===== config.mk =====
export PLATFORM = sky130hd
export DESIGN_NAME = intr_regbank
export DESIGN_NICKNAME = d
export VERILOG_FILES = /design/src/rtl/intr_regbank_pkg.sv /design/src/rtl/intr_regbank_decode.sv /design/src/rtl/intr_regbank_cell.sv /design/src/rtl/intr_regbank_rdmux.sv /design/src/rtl/intr_regbank_irq.sv /design/src/rtl/intr_regbank.sv
export SDC_FILE = /design/constraint.sdc
export NUM_CORES = 1
export LEC_CHECK = 0
export ABC_AREA = 0
export BUFFER_PORTS_ARGS = -buffer_cell sky130_fd_sc_hd__buf_4
export CORE_MARGIN = 3
export CORE_UTILIZATION = 42
export DETAILED_ROUTE_END_ITERATION = 8
export GPL_TIMING_DRIVEN = 1
export HOLD_SLACK_MARGIN = 0.1
export PLACE_DENSITY = 0.8
export SLEW_MARGIN = 20
export SYNTH_ARGS = -nofsm -noshare
export SYNTH_HDL_FRONTEND = slang
export SYNTH_HIERARCHICAL = 1
export SYNTH_SLANG_ARGS = --single-unit

===== constraint.sdc =====
create_clock -name clk -period 1.8 [get_ports clk]
set_input_delay 0.18 -clock clk [delete_from_list [all_inputs] [get_ports clk]]
set_output_delay 0.18 -clock clk [all_outputs]
set_load 0.02 [all_outputs]

===== src/rtl/intr_regbank_pkg.sv =====
package intr_regbank_pkg;

   // one-hot select of the four mapped words
   typedef struct packed {
      logic pend;
      logic mask;
      logic unmask;
      logic setmask;
   } rb_sel_t;

   localparam rb_sel_t RB_SEL_NONE = '{pend: 1'b0, mask: 1'b0, unmask: 1'b0, setmask: 1'b0};

endpackage


===== src/rtl/intr_regbank_decode.sv =====
module intr_regbank_decode
   import intr_regbank_pkg::*;
#(
   parameter int unsigned ADDR_W      = 8,
   parameter int unsigned OFS_PEND    = 'h10,
   parameter int unsigned OFS_MASK    = 'h20,
   parameter int unsigned OFS_UNMASK  = 'h24,
   parameter int unsigned OFS_SETMASK = 'h28,
   parameter bit          WORD_DECODE = 1'b1
) (
   input  logic              wr_en,
   input  logic [ADDR_W-1:0] addr,
   output rb_sel_t           rd_sel,
   output rb_sel_t           wr_sel
);
   localparam int unsigned LSB = WORD_DECODE ? 2 : 0;

   localparam logic [ADDR_W-1:0] A_PEND    = ADDR_W'(OFS_PEND);
   localparam logic [ADDR_W-1:0] A_MASK    = ADDR_W'(OFS_MASK);
   localparam logic [ADDR_W-1:0] A_UNMASK  = ADDR_W'(OFS_UNMASK);
   localparam logic [ADDR_W-1:0] A_SETMASK = ADDR_W'(OFS_SETMASK);

   rb_sel_t hit;

   always_comb begin
      hit         = RB_SEL_NONE;
      hit.pend    = (addr[ADDR_W-1:LSB] == A_PEND[ADDR_W-1:LSB]);
      hit.mask    = (addr[ADDR_W-1:LSB] == A_MASK[ADDR_W-1:LSB]);
      hit.unmask  = (addr[ADDR_W-1:LSB] == A_UNMASK[ADDR_W-1:LSB]);
      hit.setmask = (addr[ADDR_W-1:LSB] == A_SETMASK[ADDR_W-1:LSB]);
   end

   assign rd_sel = hit;

   always_comb begin
      wr_sel = RB_SEL_NONE;
      if (wr_en) begin
         wr_sel.pend    = hit.pend;
         wr_sel.unmask  = hit.unmask;
         wr_sel.setmask = hit.setmask;
         // the mask word itself is read-only: no write select
      end
   end

endmodule


===== src/rtl/intr_regbank_cell.sv =====
module intr_regbank_cell #(
   parameter bit MASK_RST = 1'b1
) (
   input  logic clk,
   input  logic rst_n,
   input  logic evt_in,
   input  logic clr_hit,
   input  logic unmask_hit,
   input  logic setmask_hit,
   output logic pend_o,
   output logic mask_o
);
   always_ff @(posedge clk or negedge rst_n) begin
      if (!rst_n) begin
         pend_o <= 1'b0;
      end else if (evt_in) begin
         pend_o <= 1'b1;
      end else if (clr_hit) begin
         pend_o <= 1'b0;
      end
   end

   always_ff @(posedge clk or negedge rst_n) begin
      if (!rst_n) begin
         mask_o <= MASK_RST;
      end else if (unmask_hit) begin
         mask_o <= 1'b0;
      end else if (setmask_hit) begin
         mask_o <= 1'b1;
      end
   end

endmodule


===== src/rtl/intr_regbank_rdmux.sv =====
module intr_regbank_rdmux
   import intr_regbank_pkg::*;
#(
   parameter int unsigned DATA_W = 32,
   parameter int unsigned EVT_W  = 10
) (
   input  rb_sel_t           rd_sel,
   input  logic [EVT_W-1:0]  pend,
   input  logic [EVT_W-1:0]  mask,
   output logic [DATA_W-1:0] rd_data
);
   logic [EVT_W-1:0] word;

   always_comb begin
      word = '0;
      if (rd_sel.pend) begin
         word = pend;
      end else if (rd_sel.mask) begin
         word = mask;
      end
   end

   always_comb begin
      rd_data              = '0;
      rd_data[EVT_W-1:0]   = word;
   end

endmodule


===== src/rtl/intr_regbank_irq.sv =====
module intr_regbank_irq #(
   parameter int unsigned EVT_W   = 10,
   parameter bit          IRQ_REG = 1'b1
) (
   input  logic             clk,
   input  logic             rst_n,
   input  logic [EVT_W-1:0] pend,
   input  logic [EVT_W-1:0] mask,
   output logic             irq
);
   logic any_live;

   assign any_live = |(pend & ~mask);

   generate
      if (IRQ_REG) begin : g_reg
         logic irq_q;
         always_ff @(posedge clk or negedge rst_n) begin
            if (!rst_n) begin
               irq_q <= 1'b0;
            end else begin
               irq_q <= any_live;
            end
         end
         assign irq = irq_q;
      end else begin : g_comb
         assign irq = any_live;
      end
   endgenerate

endmodule


===== src/rtl/intr_regbank.sv =====
module intr_regbank
   import intr_regbank_pkg::*;
#(
   parameter int unsigned          DATA_W      = 32,
   parameter int unsigned          ADDR_W      = 8,
   parameter int unsigned          EVT_W       = 10,
   parameter logic [EVT_W-1:0]     VALID_BITS  = 10'h2FF,
   parameter int unsigned          OFS_PEND    = 'h10,
   parameter int unsigned          OFS_MASK    = 'h20,
   parameter int unsigned          OFS_UNMASK  = 'h24,
   parameter int unsigned          OFS_SETMASK = 'h28,
   parameter bit                   WORD_DECODE = 1'b1,
   parameter bit                   IRQ_REG     = 1'b1
) (
   input  logic              clk,
   input  logic              rst_n,
   input  logic              wr_en,
   input  logic [ADDR_W-1:0] addr,
   input  logic [DATA_W-1:0] wr_data,
   output logic [DATA_W-1:0] rd_data,
   input  logic [EVT_W-1:0]  evt,
   output logic              irq
);
   localparam int unsigned ADDR_SPAN = 1 << ADDR_W;

   generate
      if (EVT_W > DATA_W) begin : g_chk_width
         $error("event vector wider than data word");
      end
      if (EVT_W == 0) begin : g_chk_evt
         $error("event vector must not be empty");
      end
      if (OFS_PEND >= ADDR_SPAN || OFS_MASK >= ADDR_SPAN ||
          OFS_UNMASK >= ADDR_SPAN || OFS_SETMASK >= ADDR_SPAN) begin : g_chk_span
         $error("register offset outside address space");
      end
      if (WORD_DECODE && (((OFS_PEND | OFS_MASK | OFS_UNMASK | OFS_SETMASK) & 3) != 0)) begin : g_chk_align
         $error("register offsets must be word aligned");
      end
      if ((OFS_PEND >> 2) == (OFS_MASK >> 2) || (OFS_PEND >> 2) == (OFS_UNMASK >> 2) ||
          (OFS_PEND >> 2) == (OFS_SETMASK >> 2) || (OFS_MASK >> 2) == (OFS_UNMASK >> 2) ||
          (OFS_MASK >> 2) == (OFS_SETMASK >> 2) || (OFS_UNMASK >> 2) == (OFS_SETMASK >> 2)) begin : g_chk_uniq
         $error("register offsets must be distinct words");
      end
   endgenerate

   rb_sel_t          rd_sel;
   rb_sel_t          wr_sel;
   logic [EVT_W-1:0] status_q;
   logic [EVT_W-1:0] mask_q;

   intr_regbank_decode #(
      .ADDR_W      (ADDR_W),
      .OFS_PEND    (OFS_PEND),
      .OFS_MASK    (OFS_MASK),
      .OFS_UNMASK  (OFS_UNMASK),
      .OFS_SETMASK (OFS_SETMASK),
      .WORD_DECODE (WORD_DECODE)
   ) i_decode (
      .wr_en  (wr_en),
      .addr   (addr),
      .rd_sel (rd_sel),
      .wr_sel (wr_sel)
   );

   generate
      for (genvar b = 0; b < EVT_W; b++) begin : g_bit
         if (VALID_BITS[b]) begin : g_live
            intr_regbank_cell #(
               .MASK_RST (1'b1)
            ) i_cell (
               .clk         (clk),
               .rst_n       (rst_n),
               .evt_in      (evt[b]),
               .clr_hit     (wr_sel.pend    & wr_data[b]),
               .unmask_hit  (wr_sel.unmask  & wr_data[b]),
               .setmask_hit (wr_sel.setmask & wr_data[b]),
               .pend_o      (status_q[b]),
               .mask_o      (mask_q[b])
            );
         end else begin : g_hole
            assign status_q[b] = 1'b0;
            assign mask_q[b]   = 1'b0;
         end
      end
   endgenerate

   intr_regbank_rdmux #(
      .DATA_W (DATA_W),
      .EVT_W  (EVT_W)
   ) i_rdmux (
      .rd_sel  (rd_sel),
      .pend    (status_q),
      .mask    (mask_q),
      .rd_data (rd_data)
   );

   intr_regbank_irq #(
      .EVT_W   (EVT_W),
      .IRQ_REG (IRQ_REG)
   ) i_irq (
      .clk   (clk),
      .rst_n (rst_n),
      .pend  (status_q),
      .mask  (mask_q),
      .irq   (irq)
   );

endmodule


# Yosys cells after proc, flatten, opt, wreduce, memory -nomap -nowiden
# Index checks and enable logic that the tools add are counted.
[word_totals] register_bits=19 latch_bits=0 mem_bits_rw=0 mem_bits_ro=0 inputBits=53 out_inout_bits=33 elab_cells=111 n_memories=0
[classes] n_addsub=0 multipliers=0 div_mod_pow=0 order_cmp=0 n_eq_ne=4 n_shift=0 n_mux=40 bitwise_logic=29 reduce_logical=19
[ops] op="1-bit two-way mux" n=37
[ops] op="2-bit nonzero test" n=18
[ops] op="1-bit AND" n=27
[ops] op="10-bit two-way mux" n=2
[ops] op="6-bit by 4-bit equality test with 1-bit output, second input constant" n=3
[ops] op="10-bit AND" n=1
[ops] op="10-bit inverter" n=1
[ops] op="10-bit OR reduction" n=1
[ops] op="6-bit by 3-bit equality test with 1-bit output, second input constant" n=1
[ops] op="2-bit two-way mux" n=1

# Logic depth before layout (Yosys ltp)
[logic_depth] word_depth=5 ltp_mapped=5 ltp_nobuf=5

# Modules after synthesis
# The synthesis kept the hierarchy.
[modules_own_cells] module="intr_regbank_cell" instances=9 cells_per_inst=6 area_per_inst_um2=70.1 seq_area_each_um2=51.3
[modules_own_cells] module="intr_regbank_rdmux" instances=1 cells_per_inst=40 area_per_inst_um2=289.0 seq_area_each_um2=0.0
[modules_own_cells] module="intr_regbank" instances=1 cells_per_inst=28 area_per_inst_um2=172.7 seq_area_each_um2=0.0
[modules_own_cells] module="intr_regbank_irq" instances=1 cells_per_inst=16 area_per_inst_um2=105.1 seq_area_each_um2=25.0
[modules_own_cells] module="intr_regbank_decode" instances=1 cells_per_inst=13 area_per_inst_um2=95.1 seq_area_each_um2=0.0

# Worst setup path before layout
# OpenSTA, ideal clock, no wires.
[synth_timing] kind="input to output" start="input port addr[7]" end="output port rd_data[7]" arrival_ns=1.568 required_ns=1.620 path_slack_ns=0.052 path_stages=5 path_buffers=1 cell_sequence="or4b_1 > nor3_1 > buf_2 > nand2_1 > o21ai_1"
[synth_lines] element="from (decl)" line="intr_regbank.sv:18" text="input logic [ADDR_W-1:0] addr,"
[synth_lines] element="to (decl)" line="intr_regbank.sv:20" text="output logic [DATA_W-1:0] rd_data,"

==> key figures <==
Global routing
  – GRT Util Overall: 16.1%
  – Vias in the first global route: 1023
  – First-pass GRT wire length: 4370 µm
  – Initial antenna violation count: 0
  – Largest net degree at the start of global routing: 20
  – Grt ovf: 0

Pwr
  – Cell-internal power: 0.641 mW
  – Clock group share of total power: 24.1%
  – Sw Ratio: 28.3%
  – PwrDens: 512 nW/µm²
  – Switching power: 0.253 mW
  – Gate power share: 20.5%
  – Register share of total power: 55.4%
  – LEAKAGE: 0.830 nW
  – VDD IR max: 0.372 mV

Place
  – DP HPWL: 2010 µm
  – Worst slack at placement: -0.0596 ns
  – Final GP Congestion: 0.710
  – # port buffers: 36

Timing
  – Final WS setup: 0.0359 ns
  – RSZ-0062 raised after global routing: true
  – Final Slew Violations: 0
  – Fmax: 567 MHz
  – Crit path time final: 1.76 ns
  – Clock skew: 0.000410 ns
  – TNS Setup: 0 ns
  – WHS: 0.114 ns
  – Final Hold Fails: 0
  – Final setup viols: 0
  – Share of the clock period used by the worst path: 98.0%

Clocking
  – Worst skew pair latency: 0.29 ns
  – H-tree depth: 1
  – CTS root buffer: clkbuf_4
  – Clk buf depth: 2
  – Clk slew on worst S/H paths: 0.11 ns
  – TritonCTS clock tree: yes
  – CTS Buf Count: 3
  – Clk sink count: 19

Layout
  – Fillers: 260
  – Diode count: 0
  – Layout cells sized above 1: 30.8%
  – Layout Nets: 262
  – Most frequent cells in the layout: 38 x buf_4, 27 x and2_1, 26 x conb_1
  – Commonest non-fill, non-tap cell in the layout: buf_4
  – Synthesis-to-finish area growth: 37.8%

Worst setup path
  – Max FO, Critical Path: 4
  – Reg2reg start: g_bit[1].g_live.i_cell/mask_o
  – R2R setup slack: 0.52 ns
  – Setup crit start: addr[5]
  – Crit Path Class: input pin to output pin
  – Crit path required time: 1.62 ns
  – Critical Path Start Type: input pin
  – Crit end category: output pin
  – WP data arrival: 1.58 ns

Worst hold path
  – Hold Crit Start: wr_data[7]
  – HP Class: input pin to flip-flop

Die
  – Row count: 19
  – Core area: 2810 µm²
  – I/O Pins: 86
  – Area of the die: 3710 µm²
  – Die height: 60.9 µm
  – Initial Utilization: 45.1%
  – Die X-Extent: 60.9 µm

Logic synthesis
  – Syn Inst Count: 147
  – Area of the mapped netlist: 1270 µm²
  – Avg Cell Area, Syn: 8.61 µm²
  – Yosys Warn Count: 6

Detailed routing
  – Via count: 1048
  – Initial drt markers: 18
  – Final ANT Viol Nets: 0
  – Wire per inst: 11.5 µm
  – DRC errors left: 0
  – DRT Pass-1 Iters: 4
  – Vias per cell: 4.38
  – Total Routed Length: 2740 µm

Flow run
  – Max-cap violations: 0

Outcome
  – Outcome: finished, final reports clean
path summary, 6_finish.rpt:
path | endpoint | cells past startpoint
max in group asynchronous | g_bit[7].g_live.i_cell/mask_o | 2
min reg2reg | g_bit[7].g_live.i_cell/mask_o | 2
min | g_bit[7].g_live.i_cell/mask_o | 3
max | rd_data[4] | 7
min in group asynchronous | g_bit[3].g_live.i_cell/pend_o | 2
max reg2reg | i_irq/irq | 3
sequential cells by signal, indices dropped and copies added, names as in the netlist:
register,count
i_irq/irq,1
g_bit.g_live.i_cell/pend_o,9
g_bit.g_live.i_cell/mask_o,9
area by class of cell:
type	instances	area, µm²	area share, %
clock buffers	3	22.5	1.29
clock inverters	1	5.00	0.287
inverters	16	60.1	3.44
multi-input cells	112	648	37.1
flip-flops and latches	19	487	27.9
well taps	31	38.8	2.22
repair buffers	57	484	27.7
layer usage:
| metal | share of wire (%) | GRT usage, % | vias to the layer above |
|---|---|---|---|
| met1 | 44 | 19.8 | 474 |
| met3 | 3.9 | 2.55 | 2 |
| met4 | 0.36 | 3.72 | 0 |
| met5 | 0 | 0 | - |
| li1 | - | - | 545 |
| met2 | 52 | 29.3 | 27 |
critical path, cell delays in order:
cell and delay (ns):
buf_4 0.11, or4b_4 0.55, nor3_4 0.20, nor2b_2 0.06, buf_4 0.15, a22o_1 0.20
buf_6 0.13
power by group through the flow:
stage / Clock, mW / Sequential, mW / Combinational (mW)
floorplan: 0 / 0.498 / 0.123
global placement: 0 / 0.503 / 0.153
detailed placement: 0 / 0.503 / 0.157
CTS: 0.228 / 0.495 / 0.179
global route: 0.242 / 0.501 / 0.207
finish: 0.215 / 0.496 / 0.183
what timing repair did:
| action | 4_1_cts | 5_1_grt |
|---|---|---|
| buffers inserted | 0 | 0 |
| pin swaps | 0 | 2 |
| setup endpoints to repair | 9 | 8 |
| resized for setup | 2 | 9 |
| hold buffers | 12 | 0 |
| endpoints found under the hold margin | 30 | 0 |
metrics by stage:
stage,utilization (%),instances,power [mW],area (µm²)
2_1_floorplan,-,171,0.620,1360
3_3_place_gp,55.3,223,0.656,1550
3_5_place_dp,55.3,223,0.660,1550
4_1_cts,60.9,239,0.902,1710
5_1_grt,62.2,239,0.949,1750
6_report,62.2,239,0.894,1750
(Power assumes the default switching activity.)
